===== config.mk =====
export PLATFORM = sky130hd
export DESIGN_NAME = rsz_phase_seq
export DESIGN_NICKNAME = d
export VERILOG_FILES = /design/src/rtl/rsz_pkg.sv /design/src/rtl/rsz_div.sv /design/src/rtl/rsz_mode_dec.sv /design/src/rtl/rsz_phase_seq.sv
export SDC_FILE = /design/constraint.sdc
export NUM_CORES = 1
export LEC_CHECK = 0
export BUFFER_PORTS_ARGS = -buffer_cell sky130_fd_sc_hd__buf_2
export CORE_MARGIN = 2
export CORE_UTILIZATION = 50
export DETAILED_ROUTE_END_ITERATION = 16
export GPL_ROUTABILITY_DRIVEN = 1
export PLACE_DENSITY = 0.77
export SYNTH_ARGS = -nofsm -noshare
export SYNTH_HDL_FRONTEND = slang
export SYNTH_SLANG_ARGS = --single-unit
export TNS_END_PERCENT = 100

===== constraint.sdc =====
create_clock -name clk -period 3.6 [get_ports clk]
set_clock_uncertainty 0.05 [all_clocks]
set_input_delay 0.18 -clock clk [delete_from_list [all_inputs] [get_ports clk]]
set_output_delay 0.18 -clock clk [all_outputs]
set_load 0.02 [all_outputs]

===== src/rtl/rsz_pkg.sv =====
package rsz_pkg;

  typedef enum logic [1:0] {
    MODE_SHRINK  = 2'd0,
    MODE_WHOLEUP = 2'd1,
    MODE_FRACUP  = 2'd2
  } rsz_mode_e;

  typedef enum logic [2:0] {
    S_IDLE = 3'd0,
    S_PREP = 3'd1,
    S_GO   = 3'd2,
    S_WAIT = 3'd3,
    S_EMIT = 3'd4
  } rsz_state_e;

  typedef enum logic [1:0] {
    OP_MOD = 2'd0,
    OP_WGT = 2'd1,
    OP_ADV = 2'd2
  } rsz_op_e;

  // Ratio to stepping scheme; the shrink test takes priority.
  function automatic rsz_mode_e pick_mode(input logic [31:0] n, input logic [31:0] d);
    if (d > n)       return MODE_SHRINK;
    else if (d == 1) return MODE_WHOLEUP;
    else             return MODE_FRACUP;
  endfunction

  // Weight from the quotient of the scaled fraction.
  function automatic logic [9:0] weight_of(input logic [9:0] q);
    return 10'd512 - q;
  endfunction

endpackage


===== src/rtl/rsz_div.sv =====
module rsz_div #(
  parameter int N_W = 19,
  parameter int D_W = 6
) (
  input  logic           clk,
  input  logic           rst_n,
  input  logic           go_i,
  input  logic [N_W-1:0] dvd_i,
  input  logic [D_W-1:0] dvs_i,
  output logic           done_o,
  output logic [N_W-1:0] quo_o,
  output logic [D_W-1:0] rem_o
);
  localparam int CNT_W = $clog2(N_W + 1);

  logic [N_W-1:0]   q;
  logic [D_W-1:0]   r;
  logic [D_W-1:0]   dvs_r;
  logic [CNT_W-1:0] cnt;
  logic             run;
  logic             done_r;
  logic [D_W:0]     trial;
  logic             take;

  assign trial = {r, q[N_W-1]};
  assign take  = trial >= {1'b0, dvs_r};

  always_ff @(posedge clk) begin
    if (!rst_n) begin
      q      <= '0;
      r      <= '0;
      dvs_r  <= '0;
      cnt    <= '0;
      run    <= 1'b0;
      done_r <= 1'b0;
    end else begin
      done_r <= 1'b0;
      if (go_i) begin
        q     <= dvd_i;
        r     <= '0;
        dvs_r <= dvs_i;
        cnt   <= CNT_W'(N_W);
        run   <= 1'b1;
      end else if (run) begin
        if (take) r <= D_W'(trial - {1'b0, dvs_r});
        else      r <= trial[D_W-1:0];
        q   <= {q[N_W-2:0], take};
        cnt <= cnt - 1'b1;
        if (cnt == CNT_W'(1)) begin
          run    <= 1'b0;
          done_r <= 1'b1;
        end
      end
    end
  end

  assign done_o = done_r;
  assign quo_o  = q;
  assign rem_o  = r;

  AST_DIV_REM_BELOW: assert property (@(posedge clk) disable iff (!rst_n)
    done_o |-> (rem_o < dvs_r));

endmodule


===== src/rtl/rsz_mode_dec.sv =====
module rsz_mode_dec
  import rsz_pkg::*;
#(
  parameter int NUM_W  = 6,
  parameter int DEN_W  = 8,
  parameter int MAX_PH = 31
) (
  input  logic [NUM_W-1:0] num_i,
  input  logic [DEN_W-1:0] den_i,
  output rsz_mode_e        mode_o,
  output logic             reject_o
);
  assign mode_o   = pick_mode(32'(num_i), 32'(den_i));
  assign reject_o = (num_i == '0) || (32'(num_i) > MAX_PH) || (den_i == '0);
endmodule


===== src/rtl/rsz_phase_seq.sv =====
module rsz_phase_seq
  import rsz_pkg::*;
#(
  parameter int MAX_PH = 31,
  parameter int NUM_W  = 6,
  parameter int DEN_W  = 8,
  localparam int PH_W  = $clog2(MAX_PH + 1),
  localparam int ACC_W = ((DEN_W > PH_W + 2) ? DEN_W : PH_W + 2) + 2
) (
  input  logic             clk,
  input  logic             rst_n,
  input  logic             start_i,
  input  logic [NUM_W-1:0] num_i,
  input  logic [DEN_W-1:0] den_i,
  output logic             busy_o,
  output logic             err_o,
  output logic             ent_valid_o,
  input  logic             ent_ready_i,
  output logic [9:0]       ent_weight_o,
  output logic [ACC_W-1:0] ent_adv_o,
  output logic [PH_W-1:0]  ent_phase_o,
  output logic             ent_nearest_o,
  output logic             done_o
);
  localparam int WGT_W = 10;
  localparam int WSH   = 9;
  localparam int DVS_W = PH_W + 1;
  localparam int DVD_W = ACC_W + WSH;
  localparam logic [WGT_W-1:0] FULL = WGT_W'(512);

  rsz_state_e       st;
  rsz_op_e          op;
  rsz_mode_e        mode_r;
  rsz_mode_e        mode_in;
  logic             reject_in;
  logic [PH_W-1:0]  num_r;
  logic [DEN_W-1:0] den_r;
  logic [ACC_W-1:0] acc;
  logic [PH_W-1:0]  phase;
  logic [WGT_W-1:0] wgt_r;
  logic [ACC_W-1:0] adv_r;
  logic             nn_r;
  logic             done_r;
  logic             err_r;

  // Named internal events for the checks.
  logic             ent_fire;
  logic             last_phase;
  logic             last_fire;
  logic             div_go;
  logic             div_done;
  logic [DVD_W-1:0] div_dvd;
  logic [DVS_W-1:0] div_dvs;
  logic [DVD_W-1:0] div_q;
  logic [DVS_W-1:0] div_r;
  logic [ACC_W-1:0] acc_less_n;
  logic [ACC_W-1:0] frac_sum;
  logic [ACC_W-1:0] div_base;
  logic [DVS_W-1:0] two_n;

  rsz_mode_dec #(.NUM_W(NUM_W), .DEN_W(DEN_W), .MAX_PH(MAX_PH)) u_dec (
    .num_i(num_i), .den_i(den_i), .mode_o(mode_in), .reject_o(reject_in)
  );

  assign two_n      = {num_r, 1'b0};
  assign acc_less_n = acc - ACC_W'(num_r);
  assign frac_sum   = acc + ACC_W'(den_r);
  assign div_base   = (op == OP_WGT && mode_r == MODE_FRACUP) ? acc : acc_less_n;
  assign div_dvd    = (op == OP_WGT) ? {div_base, {WSH{1'b0}}} : {{WSH{1'b0}}, div_base};
  assign div_dvs    = (op == OP_WGT && mode_r == MODE_FRACUP) ? DVS_W'(num_r) : two_n;
  assign div_go     = (st == S_GO);

  rsz_div #(.N_W(DVD_W), .D_W(DVS_W)) u_div (
    .clk(clk), .rst_n(rst_n), .go_i(div_go), .dvd_i(div_dvd), .dvs_i(div_dvs),
    .done_o(div_done), .quo_o(div_q), .rem_o(div_r)
  );

  assign last_phase = (phase == num_r - PH_W'(1));
  assign ent_fire   = ent_valid_o && ent_ready_i;
  assign last_fire  = ent_fire && last_phase;

  always_ff @(posedge clk) begin
    if (!rst_n) begin
      st     <= S_IDLE;
      op     <= OP_MOD;
      mode_r <= MODE_FRACUP;
      num_r  <= '0;
      den_r  <= '0;
      acc    <= '0;
      phase  <= '0;
      wgt_r  <= '0;
      adv_r  <= '0;
      nn_r   <= 1'b0;
      done_r <= 1'b0;
      err_r  <= 1'b0;
    end else begin
      done_r <= 1'b0;
      err_r  <= 1'b0;
      case (st)
        S_IDLE: if (start_i) begin
          if (reject_in) begin
            err_r <= 1'b1;
          end else begin
            mode_r <= mode_in;
            num_r  <= num_i[PH_W-1:0];
            den_r  <= den_i;
            phase  <= '0;
            acc    <= (mode_in == MODE_SHRINK) ? ACC_W'(den_i) : '0;
            st     <= S_PREP;
          end
        end
        S_PREP: begin
          if (mode_r == MODE_WHOLEUP) begin
            wgt_r <= FULL;
            nn_r  <= 1'b1;
            adv_r <= ACC_W'(last_phase);
            st    <= S_EMIT;
          end else begin
            nn_r <= 1'b0;
            op   <= (mode_r == MODE_SHRINK) ? OP_MOD : OP_WGT;
            st   <= S_GO;
          end
        end
        S_GO: st <= S_WAIT;
        S_WAIT: if (div_done) begin
          case (op)
            OP_MOD: begin
              acc <= ACC_W'(num_r) + ACC_W'(div_r);
              op  <= OP_WGT;
              st  <= S_GO;
            end
            OP_WGT: begin
              wgt_r <= weight_of(div_q[WGT_W-1:0]);
              if (mode_r == MODE_SHRINK) begin
                acc <= acc + ACC_W'({den_r, 1'b0});
                op  <= OP_ADV;
                st  <= S_GO;
              end else begin
                if (frac_sum >= ACC_W'(num_r)) begin
                  adv_r <= ACC_W'(1);
                  acc   <= frac_sum - ACC_W'(num_r);
                end else begin
                  adv_r <= '0;
                  acc   <= frac_sum;
                end
                st <= S_EMIT;
              end
            end
            default: begin
              adv_r <= div_q[ACC_W-1:0];
              st    <= S_EMIT;
            end
          endcase
        end
        S_EMIT: if (ent_ready_i) begin
          if (last_phase) begin
            done_r <= 1'b1;
            st     <= S_IDLE;
          end else begin
            phase <= phase + PH_W'(1);
            st    <= S_PREP;
          end
        end
        default: st <= S_IDLE;
      endcase
    end
  end

  assign busy_o        = (st != S_IDLE);
  assign err_o         = err_r;
  assign done_o        = done_r;
  assign ent_valid_o   = (st == S_EMIT);
  assign ent_weight_o  = wgt_r;
  assign ent_adv_o     = adv_r;
  assign ent_phase_o   = phase;
  assign ent_nearest_o = nn_r;

  AST_REJECT_PULSE: assert property (@(posedge clk) disable iff (!rst_n)
    (start_i && !busy_o && reject_in) |=> (err_o && !busy_o));
  AST_FRAC_STEP: assert property (@(posedge clk) disable iff (!rst_n)
    (ent_valid_o && mode_r == MODE_FRACUP) |-> (ent_adv_o <= ACC_W'(1) && !ent_nearest_o));
  AST_WHOLE_NEAREST: assert property (@(posedge clk) disable iff (!rst_n)
    (ent_valid_o && mode_r == MODE_WHOLEUP) |-> (ent_nearest_o && ent_weight_o == FULL));
  AST_WGT_Q_FITS: assert property (@(posedge clk) disable iff (!rst_n)
    (div_done && op == OP_WGT) |-> (div_q[DVD_W-1:WGT_W] == '0));
  AST_ADV_Q_FITS: assert property (@(posedge clk) disable iff (!rst_n)
    (div_done && op == OP_ADV) |-> (div_q[DVD_W-1:ACC_W] == '0));
  AST_PHASE_IN_RANGE: assert property (@(posedge clk) disable iff (!rst_n)
    ent_valid_o |-> (ent_phase_o < num_r));
  AST_HOLD_PAYLOAD: assert property (@(posedge clk) disable iff (!rst_n)
    (ent_valid_o && !ent_ready_i) |=> (ent_valid_o && $stable(ent_weight_o) &&
      $stable(ent_adv_o) && $stable(ent_phase_o) && $stable(ent_nearest_o)));
  AST_START_IGNORED: assert property (@(posedge clk) disable iff (!rst_n)
    (busy_o && start_i) |=> ($stable(num_r) && $stable(den_r) && $stable(mode_r)));
  AST_DONE_FOLLOWS: assert property (@(posedge clk) disable iff (!rst_n)
    done_o |-> $past(last_fire));
  AST_WGT_BOUNDS: assert property (@(posedge clk) disable iff (!rst_n)
    ent_valid_o |-> (ent_weight_o >= WGT_W'(1) && ent_weight_o <= FULL));

endmodule


Word-level counts from Yosys, hierarchy flattened
Index checks and enable logic that the tools add are counted.
{"block": "op_classes", "addsub": 10, "magnitude_cmp": 4, "eq_ne": 22, "n_mux": 55, "n_bitwise": 3, "n_reduce_logical": 25}
{"operator": "$mux W10", "n": 12}
{"operator": "$pmux W10 S2", "n": 5}
{"operator": "$mux W19", "n": 3}
{"operator": "$mux W5", "n": 6}
{"operator": "$reduce_and A5 Y1", "n": 4}
{"operator": "$sub A10 B5 Y10", "n": 2}
{"operator": "$mux W3", "n": 6}
{"operator": "$pmux W3 S5", "n": 1}
{"operator": "$ne A2 B2 Y1 const B", "n": 7}
{"operator": "$mux W6", "n": 2}
{"operator": "$add A10 B8 Y10", "n": 1}
{"operator": "$add A10 B9 Y10", "n": 1}
{"operator": "$ge A10 B5 Y1", "n": 1}
{"operator": "$mux W1", "n": 10}
{"operator": "$mux W2", "n": 5}
{"operator": "$pmux W5 S2", "n": 1}
{"operator": "$sub A10 B10 Y10 const A", "n": 1}
{"operator": "$sub A5 B1 Y5 const B", "n": 2}
{"operator": "$reduce_and A3 Y1", "n": 3}
{"operator": "$eq A8 B1 Y1 const B", "n": 1}
{"operator": "$gt A8 B6 Y1", "n": 1}
{"operator": "$logic_not A8 Y1", "n": 1}
{"operator": "$mux W8", "n": 1}
{"operator": "$pmux W2 S2", "n": 2}
{"operator": "27 further kinds", "n": 40}
{"block": "totals", "register_bits": 96}

Longest topological paths before layout
Gate-level depths: netlist of the first run.
{"block": "depth", "ltp_word": 8, "depth_mapped": 13, "mapped_depth_nobuf": 13}

Hierarchy
Synthesis of the first run repeated with hierarchy kept, for this count alone.
{"block": "hier_totals", "hier_cells": 874, "hier_area_um2": 6890.4}
{"mod": "rsz_phase_seq", "n_inst": 1, "cells_per_inst": 615, "area_each_um2": 4664.5, "seq_area_each_um2": 1161.1}
{"mod": "rsz_div", "n_inst": 1, "cells_per_inst": 229, "area_each_um2": 2000.7, "seq_area_each_um2": 760.7}
{"mod": "rsz_mode_dec", "n_inst": 1, "cells_per_inst": 30, "area_each_um2": 225.2, "seq_area_each_um2": 0.0}

Least setup slack after synthesis of the first run
No wires, ideal clock.
{"block": "synth_path", "path_kind": "register to register", "start": "reg den_r[0]", "end": "reg acc[9]", "setup_time_ns": 0.123, "arrival_time_ns": 2.929, "t_required_ns": 3.427, "slack_ns": 0.497, "stages_incl_launch_ff": 12, "path_buffers": 0, "path_cell_list": "dfxtp_1 > ha_1 > fa_1 > xor2_1 > ha_1 > a21o_1 > a21oi_1 > o21bai_1 > nor4b_4 > nand3_2 > a2111oi_2 > nor2_1"}
{"block": "synth_via", "elab_chain_cells": 7, "word_cells_on_any_way": 9, "cone_classes": "add/sub (3); order compare (1); mux (5)"}
{"item": "start, declared", "line": "rsz_phase_seq.sv:37", "rtl": "logic [DEN_W-1:0] den_r;"}
{"item": "start signal, assigned", "line": "rsz_phase_seq.sv:106", "rtl": "den_r <= den_i;"}
{"item": "$add A10 B8 Y10", "line": "rsz_phase_seq.sv:67", "rtl": "assign frac_sum = acc + ACC_W'(den_r);"}
{"item": "$sub A10 B5 Y10 / $ge A10 B5 Y1 (equally long branches)", "line": "rsz_phase_seq.sv:141, rsz_phase_seq.sv:139"}
{"item": "$mux W10", "line": "rsz_phase_seq.sv:139", "rtl": "if (frac_sum >= ACC_W'(num_r)) begin"}
{"item": "$mux W10 (*)", "line": "rsz_phase_seq.sv:134", "rtl": "if (mode_r == MODE_SHRINK) begin"}
{"item": "$pmux W10 S2 (*)", "line": "rsz_phase_seq.sv:126", "rtl": "case (op)"}
{"item": "$mux W10 (*)", "line": "rsz_phase_seq.sv:125", "rtl": "S_WAIT: if (div_done) begin"}
{"item": "$pmux W10 S2 (*)", "line": "rsz_phase_seq.sv:99", "rtl": "case (st)"}
{"item": "end signal, assigned", "line": "rsz_phase_seq.sv:128", "rtl": "acc <= ACC_W'(num_r) + ACC_W'(div_r);"}
{"item": "end signal, assigned", "line": "rsz_phase_seq.sv:135", "rtl": "acc <= acc + ACC_W'({den_r, 1'b0});"}
{"item": "end signal, assigned", "line": "rsz_phase_seq.sv:141", "rtl": "acc <= frac_sum - ACC_W'(num_r);"}
{"item": "end, declared", "line": "rsz_phase_seq.sv:38", "rtl": "logic [ACC_W-1:0] acc;"}
Mark *: on every way between the ends. The rest lies on a longest branch, timed or not. The select of a mux whose other input is x is not followed.
A chain may end at the register's enable or synchronous reset.

Final worst setup path of the first run
{"block": "layout_path", "start": "reg den_r[0]", "end": "reg acc[0]"}
{"block": "layout_via", "elab_chain_cells": 7, "word_cells_on_any_way": 8, "cone_classes": "add/sub (2); order compare (1); mux (5)"}
{"item": "$add A10 B8 Y10 (*)", "line": "rsz_phase_seq.sv:67"}
{"item": "$sub A10 B5 Y10 / $ge A10 B5 Y1 (equally long branches)", "line": "rsz_phase_seq.sv:141, rsz_phase_seq.sv:139"}
{"item": "$mux W10 (*)", "line": "rsz_phase_seq.sv:139"}
{"item": "$mux W10 (*)", "line": "rsz_phase_seq.sv:134"}
{"item": "$pmux W10 S2 (*)", "line": "rsz_phase_seq.sv:126"}
{"item": "$mux W10 (*)", "line": "rsz_phase_seq.sv:125"}
{"item": "$pmux W10 S2 (*)", "line": "rsz_phase_seq.sv:99"}
Marked as above.

==> results of run 1 <==
-- area by class of cell --
cell class                 count  area [um2]
clock inverter                 5        61.3
timing repair buffer          62         348
clock buffer                  11         253
inverter                      47         176
sequential                    96        1920
tap                          172         215
multi-input combinational    635        4190
fill                        1197        5460
-- synth_stat cells, drive strengths merged, types with 3 or more instances --
cell type | count | area, um2
nand4 | 6 | 37.5
fa | 6 | 120
o21a | 6 | 45.0
nand2 | 61 | 229
clkbuf | 35 | 145
a311oi | 5 | 43.8
and3 | 7 | 43.8
inv | 47 | 176
nor4 | 5 | 31.3
o31ai | 3 | 22.5
dfxtp | 96 | 1920
nor2b | 11 | 68.8
xnor2 | 32 | 288
or3 | 9 | 56.3
a21o | 7 | 52.6
buf | 3 | 15.0
a22oi | 5 | 37.5
nor2 | 99 | 372
and4 | 3 | 31.3
o21ai | 56 | 280
o22a | 10 | 87.6
o211ai | 3 | 22.5
a31oi | 6 | 37.5
ha | 48 | 601
xor2 | 21 | 184
a211oi | 6 | 57.6
nor3 | 31 | 155
a21oi | 81 | 405
o31a | 4 | 36.3
mux2i | 27 | 270
nand3 | 28 | 145
o311a | 3 | 30.0
nand2b | 11 | 68.8
-- worst min path at each step --
stage,to,cells after the start
finish,done_o,3
global route,done_o,3
CTS,done_o,3
detailed placement,ent_adv_o[7],2
global placement,u_div.dvs_r[5],2
floorplan,done_o,2
-- cells by family (layout without fill, tap and decap cells) --
kind of cell / Yosys count / in the layout
AOI/OAI and AO/OA: 219 / 219
adders and majority gates: 54 / 54
DFF: 96 / 96
muxes: 29 / 29
xor gates and xnor gates: 53 / 53
and+or+nand+nor: 280 / 280
buffers and inverters: 85 / 125
-- metrics by stage --
step                std cells  util, %
finish                   1028     56.8
detailed placement       1012     54.3
CTS                      1028     56.8
global route             1028     56.8
global placement         1012     54.3
floorplan                 816        -
-- critical path: cells and delay by family (launching register included) --
kind,cells,cell delay [ns]
AO/OA/AOI/OAI,6,1.15
adder cells (fa/ha/maj),3,0.99
AND/OR/NAND/NOR,1,0.35
flip-flops,1,0.33
XOR/XNOR,1,0.20
buffers and inverters,1,0.19
-- cell usage in the layout, fill, tap and decap left out, types with 5 or more instances in the layout --
master     count
a21oi_1       81
dfxtp_1       96
nand4_1        6
nor4_1         5
buf_2         47
a311oi_1       5
inv_1         46
nand3_1       27
buf_4         15
fa_1           6
or3_1          9
nor2b_1       11
clkbuf_16      9
nor2_1        99
nand2b_1      11
xnor2_1       31
o21a_1         6
a22oi_1        5
a211oi_1       5
nand2_1       61
o22a_1        10
a31oi_1        6
mux2i_1       27
a21o_1         7
o21ai_0       56
xor2_1        21
nor3_1        30
and3_1         7
ha_1          48
-- state kept, by name, summed over array words and instances (netlist names), 3 cells and up --
signal	flops
u_div.quo_o	19
acc	10
ent_adv_o	10
ent_weight_o	10
den_r	8
u_div.dvs_r	6
u_div.rem_o	6
ent_phase_o	5
num_r	5
u_div.cnt	5
st	3
-- routing by layer --
metal	vias to the layer above	track usage [%]
met5	-	0
met4	0	8.81
met3	28	3.29
met2	161	38.7
met1	2770	33.8
li1	2972	-
-- power by group --
part | leakage (uW) | switching, uW | internal (uW)
sequential | 0.000778 | 57.9 | 1100
clock | 0.000157 | 428 | 582
combinational | 0.00204 | 443 | 310
total | 0.00297 | 929 | 2000
==> impl_metrics.yaml, run 1 <==
worst_setup_path:
  ff2ff_path_depth: 12
  startpoint: "den_r[0]"
  criticalPathCategory: "reg -> reg"
  worstPathCellList: "ha_1, fa_1, xor2_1, ha_1, a21o_1, a21oi_1, o21bai_1, nor4b_4, buf_4, a31oi_1, o31a_1, a211oi_1"
  worstPathMaxFanout: 5
  critical_path.slowest_cell: "fa_1"
  critical_path_required_ns: 3.81
  cp.arrival_ns: 3.54
  timing.rr.start: "den_r[0]"
  r2r_slack_ns: 0.27
  critPathCapture: "acc[0]"
  cp_common_cell: "ha_1"
  critPathMaxStageDelay_ns: 0.41
  endpoint_kind: "flop"
  rr_endpoint: "acc[0]"
  cp-start-kind: "flop"
synthesis:
  synthMuxAreaShare_pct: 4.55
  syn_nets: 888
  synth_fa_ha_area_share_pct: 11.2
  ys_seq_area_share_pct: 29.8
  synth-xor-area-share_pct: 7.32
  ys_ff_latch: 96
  netlist_instances: 816
  synth_area_mm2: 0.00644
  yosys.cell_types.count: 68
  ys_warn_count: 0
  synth_compound_area_share_pct: 21.3
  ys.flop_type: "dfxtp_1"
  synth_top_family_by_area: "compound AO/OA/AOI/OAI gates"
  synthSimpleGateAreaFrac_pct: 20.5
  synth_enable_flop_cells: 0
  synth.avg_cell_area_um2: 7.89
  synthArstFlopShare_pct: 0
detailed_routing:
  drtIter0Drc: 530
  wl_per_cell_um: 16.1
  dr_total_vias: 5931
  detail-route-antenna-nets: 0
  met3_wirelength_um: 784
  met2_length_um: 7680
  dr.pass1.iters: 5
  vias_per_cell: 5.77
  drc: 0
  m1WireLength_um: 7690
  top_layer: "met4"
  postRouteWirelength_um: 16500
layout:
  area_delta_synth_final_pct: 11.2
  diodes: 0
  nets: 923
  drive_gt1_share_pct: 10.9
  fin_area_mm2: 0.00716
hold_path:
  hp-start: "ent_ready_i"
  hold_path.class: "in -> reg"
sta:
  max-slew-margin-rel_pct: 38.4
  tightest_slew_ns: 0.923
  tns_ns: 0
  fin_crit_ns: 3.33
  fmaxAchievable_ghz: 0.300
  final_hold_viol_count: 0
  rsz0062_at_grt: "no"
  fin_crit_sh_pct: 92.6
  setup_ws_ns: 0.268
  hold_slack_ns: 0.0439
  slew_viol_final: 0
  setup_violations: 0
clock_tree:
  ctsHtreeMaxLevel: 3
  ctsHoldBuffers: 0
  post-cts-setup-buffer-count: 0
  path_clk_slew_ns: 0.07
  cts_root_buf: "clkbuf_16"
  clock-sinks: 96
  cts_resized: 0
  clock_path_buffers: 2
  cts_buffers: 9
  clk_latency_ns: 0.35
  cts_tree: "yes"
pwr:
  leakagePower_uw: 0.00297
  p_total_uw: 2920
  powerDensity_mw_per_mm2: 408
  ir_worst_vdd_v: 0.000248
floorplan:
  chipHeight_um: 117
  io_pins: 48
  die_area_mm2: 0.0138
  rows: 41
  start_util_pct: 51.0
  die_w_um: 117
  core_mm2: 0.0126
placement:
  dp_hpwl_um: 12500
  gp_congestion: 0.946
  placed_cell_area_mm2: 0.00685
  port_buffers: 47
  pre_cts_slack_ns: 0.333
global_route:
  antenna_found_initial: 0
  grt_util_all_layers_pct: 24.3
  grt_max_degree: 52
  overflow: 0
  grt_pass1_vias: 5409
  grt_first_pass_wirelength_um: 27500
status:
  status: "completed"
job:
  drv_cap: 0
(Power assumes the default switching activity.)
==> run 2: changes to the inputs <==
clock period = 3.57 ns   (was 3.6 ns; I/O delays follow)
==> impl_metrics.yaml, run 2 (synthesis gave the netlist of run 1 again) <==
status:
  status: "completed"
detailed_routing:
  drc: 0
  detail-route-antenna-nets: 0
  postRouteWirelength_um: 16900
  vias_per_cell: 5.86
  drtIter0Drc: 486
  wl_per_cell_um: 16.4
  dr_total_vias: 6027
  dr.pass1.iters: 4
sta:
  final_hold_viol_count: 0
  setup_violations: 0
  fmaxAchievable_ghz: 0.298
  tightest_slew_ns: 0.938
  fin_crit_sh_pct: 93.9
  fin_crit_ns: 3.35
  slew_viol_final: 0
  max-slew-margin-rel_pct: 37.4
  tns_ns: 0
  rsz0062_at_grt: "yes"
pwr:
  switching_power_uw: 938
  p_sw_share_pct: 32.6
  power_frac_comb_pct: 26.7
  ir_worst_vdd_v: 0.000226
  clock_power_share_pct: 32.6
  power_frac_seq_pct: 40.7
  p_int_uw: 1940
  powerDensity_mw_per_mm2: 403
  leakagePower_uw: 0.00296
placement:
  placed_cell_area_mm2: 0.00686
  dp_hpwl_um: 12800
  port_buffers: 47
  gp_congestion: 0.936
clock_tree:
  cts_tree: "yes"
  clock-sinks: 96
  cts_buffers: 9
  path_clk_slew_ns: 0.07
  cts_root_buf: "clkbuf_16"
  clk_latency_ns: 0.36
  ctsHoldBuffers: 0
  ctsHtreeMaxLevel: 3
  clock_path_buffers: 2
layout:
  largest_reg_flops: 19
  drive_gt1_share_pct: 10.7
  area_delta_synth_final_pct: 10.8
  final_cell_mix: "99 x nor2_1, 96 x dfxtp_1, 81 x a21oi_1"
  fin_area_mm2: 0.00714
  layout_commonest_cell: "nor2_1"
  nets: 924
  diodes: 0
floorplan:
  start_util_pct: 51.0
  die_w_um: 117
  rows: 41
  die_area_mm2: 0.0138
  chipHeight_um: 117
  core_mm2: 0.0126
  io_pins: 48
global_route:
  grt_util_all_layers_pct: 24.8
  overflow: 0
  grt_max_degree: 52
  grt_pass1_vias: 5510
  antenna_found_initial: 0
  grt_first_pass_wirelength_um: 27800
worst_setup_path:
  critical_path_required_ns: 3.78
  worstPathMaxFanout: 5
  worstPathCellList: "ha_1, fa_1, xor2_1, ha_1, a21o_1, a21oi_1, o21bai_1, nor4b_4, buf_4, a31oi_1, o31a_1, a211oi_1"
  criticalPathCategory: "reg -> reg"
  endpoint_kind: "flop"
  critical_path.slowest_cell: "fa_1"
  cp_common_cell: "ha_1"
  cp.arrival_ns: 3.56
  critPathMaxStageDelay_ns: 0.41
  ff2ff_path_depth: 12
  cp-start-kind: "flop"
job:
  drv_cap: 0
hold_path:
  hold_path.class: "in -> reg"
  hold_path_depth: 3
## run 2: cell count changes in the layout (fill, tap and decap cells not counted)
cell / delta
buf_4: +1
clkinvlp_4: +1
bufinv_16: -1
clkinv_4: -1
clkinv_2: -1
clkbuf_1: +1
## run 2: critical path: cells and delay by family (launching register included)
family | cells | cell delay [ns]
flip-flops | 1 | 0.33
AO/OA/AOI/OAI | 6 | 1.18
AND/OR/NAND/NOR | 1 | 0.34
XOR/XNOR | 1 | 0.19
buffers and inverters | 1 | 0.19
adder cells (fa/ha/maj) | 3 | 0.99
## run 2: path summary, 6_finish.rpt
path	startpoint	slack, ns	endpoint
setup / recovery	den_r[0]	0.22	acc[0]
hold / removal	ent_ready_i	0.04	done_o
setup reg to reg	den_r[0]	0.22	acc[0]
hold reg to reg	ent_adv_o[6]	0.40	ent_adv_o[6]
## run 2: timing repair
action                     CTS  global route
gates resized for setup      0             0
setup endpoints to repair    0             1
setup buffers                0             0
## run 2: layout make-up
cell class / instances / area [um2]
Tap cell: 172 / 215
Multi-Input combinational cell: 635 / 4190
Timing Repair Buffer: 63 / 355
Clock buffer: 12 / 256
Inverter: 47 / 176
Fill cell: 1208 / 5480
Sequential cell: 96 / 1920
Clock inverter: 3 / 25.0
## run 2: power groups by stage
stage | registers [uW] | logic, uW | clock network, uW
floorplan | 1170 | 589 | 0
global route | 1180 | 857 | 992
finish | 1170 | 768 | 939
global placement | 1190 | 740 | 0
CTS | 1170 | 759 | 950
detailed placement | 1190 | 755 | 0
## run 2: metal layers
layer / routed length, um / part of all wire (%) / vias to the layer above / track usage (%)
li1: - / - / 2972 / -
met1: 7960 / 47 / 2847 / 33.9
met2: 7730 / 46 / 169 / 39.0
met3: 736 / 4.4 / 39 / 3.25
met4: 473 / 2.8 / 0 / 11.5
met5: 0 / 0 / - / 0
## run 2: stage by stage
stage | hold WS, ns | power (uW) | std cells | setup slack [ns] | util, %
6_report | 0.0417 | 2880 | 1028 | 0.218 | 56.6
5_1_grt | 0.0483 | 3030 | 1028 | -0.0160 | 56.6
4_1_cts | 0.0282 | 2880 | 1028 | 0.239 | 56.6
3_5_place_dp | 0.395 | 1950 | 1013 | 0.246 | 54.3
3_3_place_gp | 0.390 | 1930 | 1013 | 0.364 | 54.3
2_1_floorplan | 0.247 | 1760 | 816 | 0.467 | -
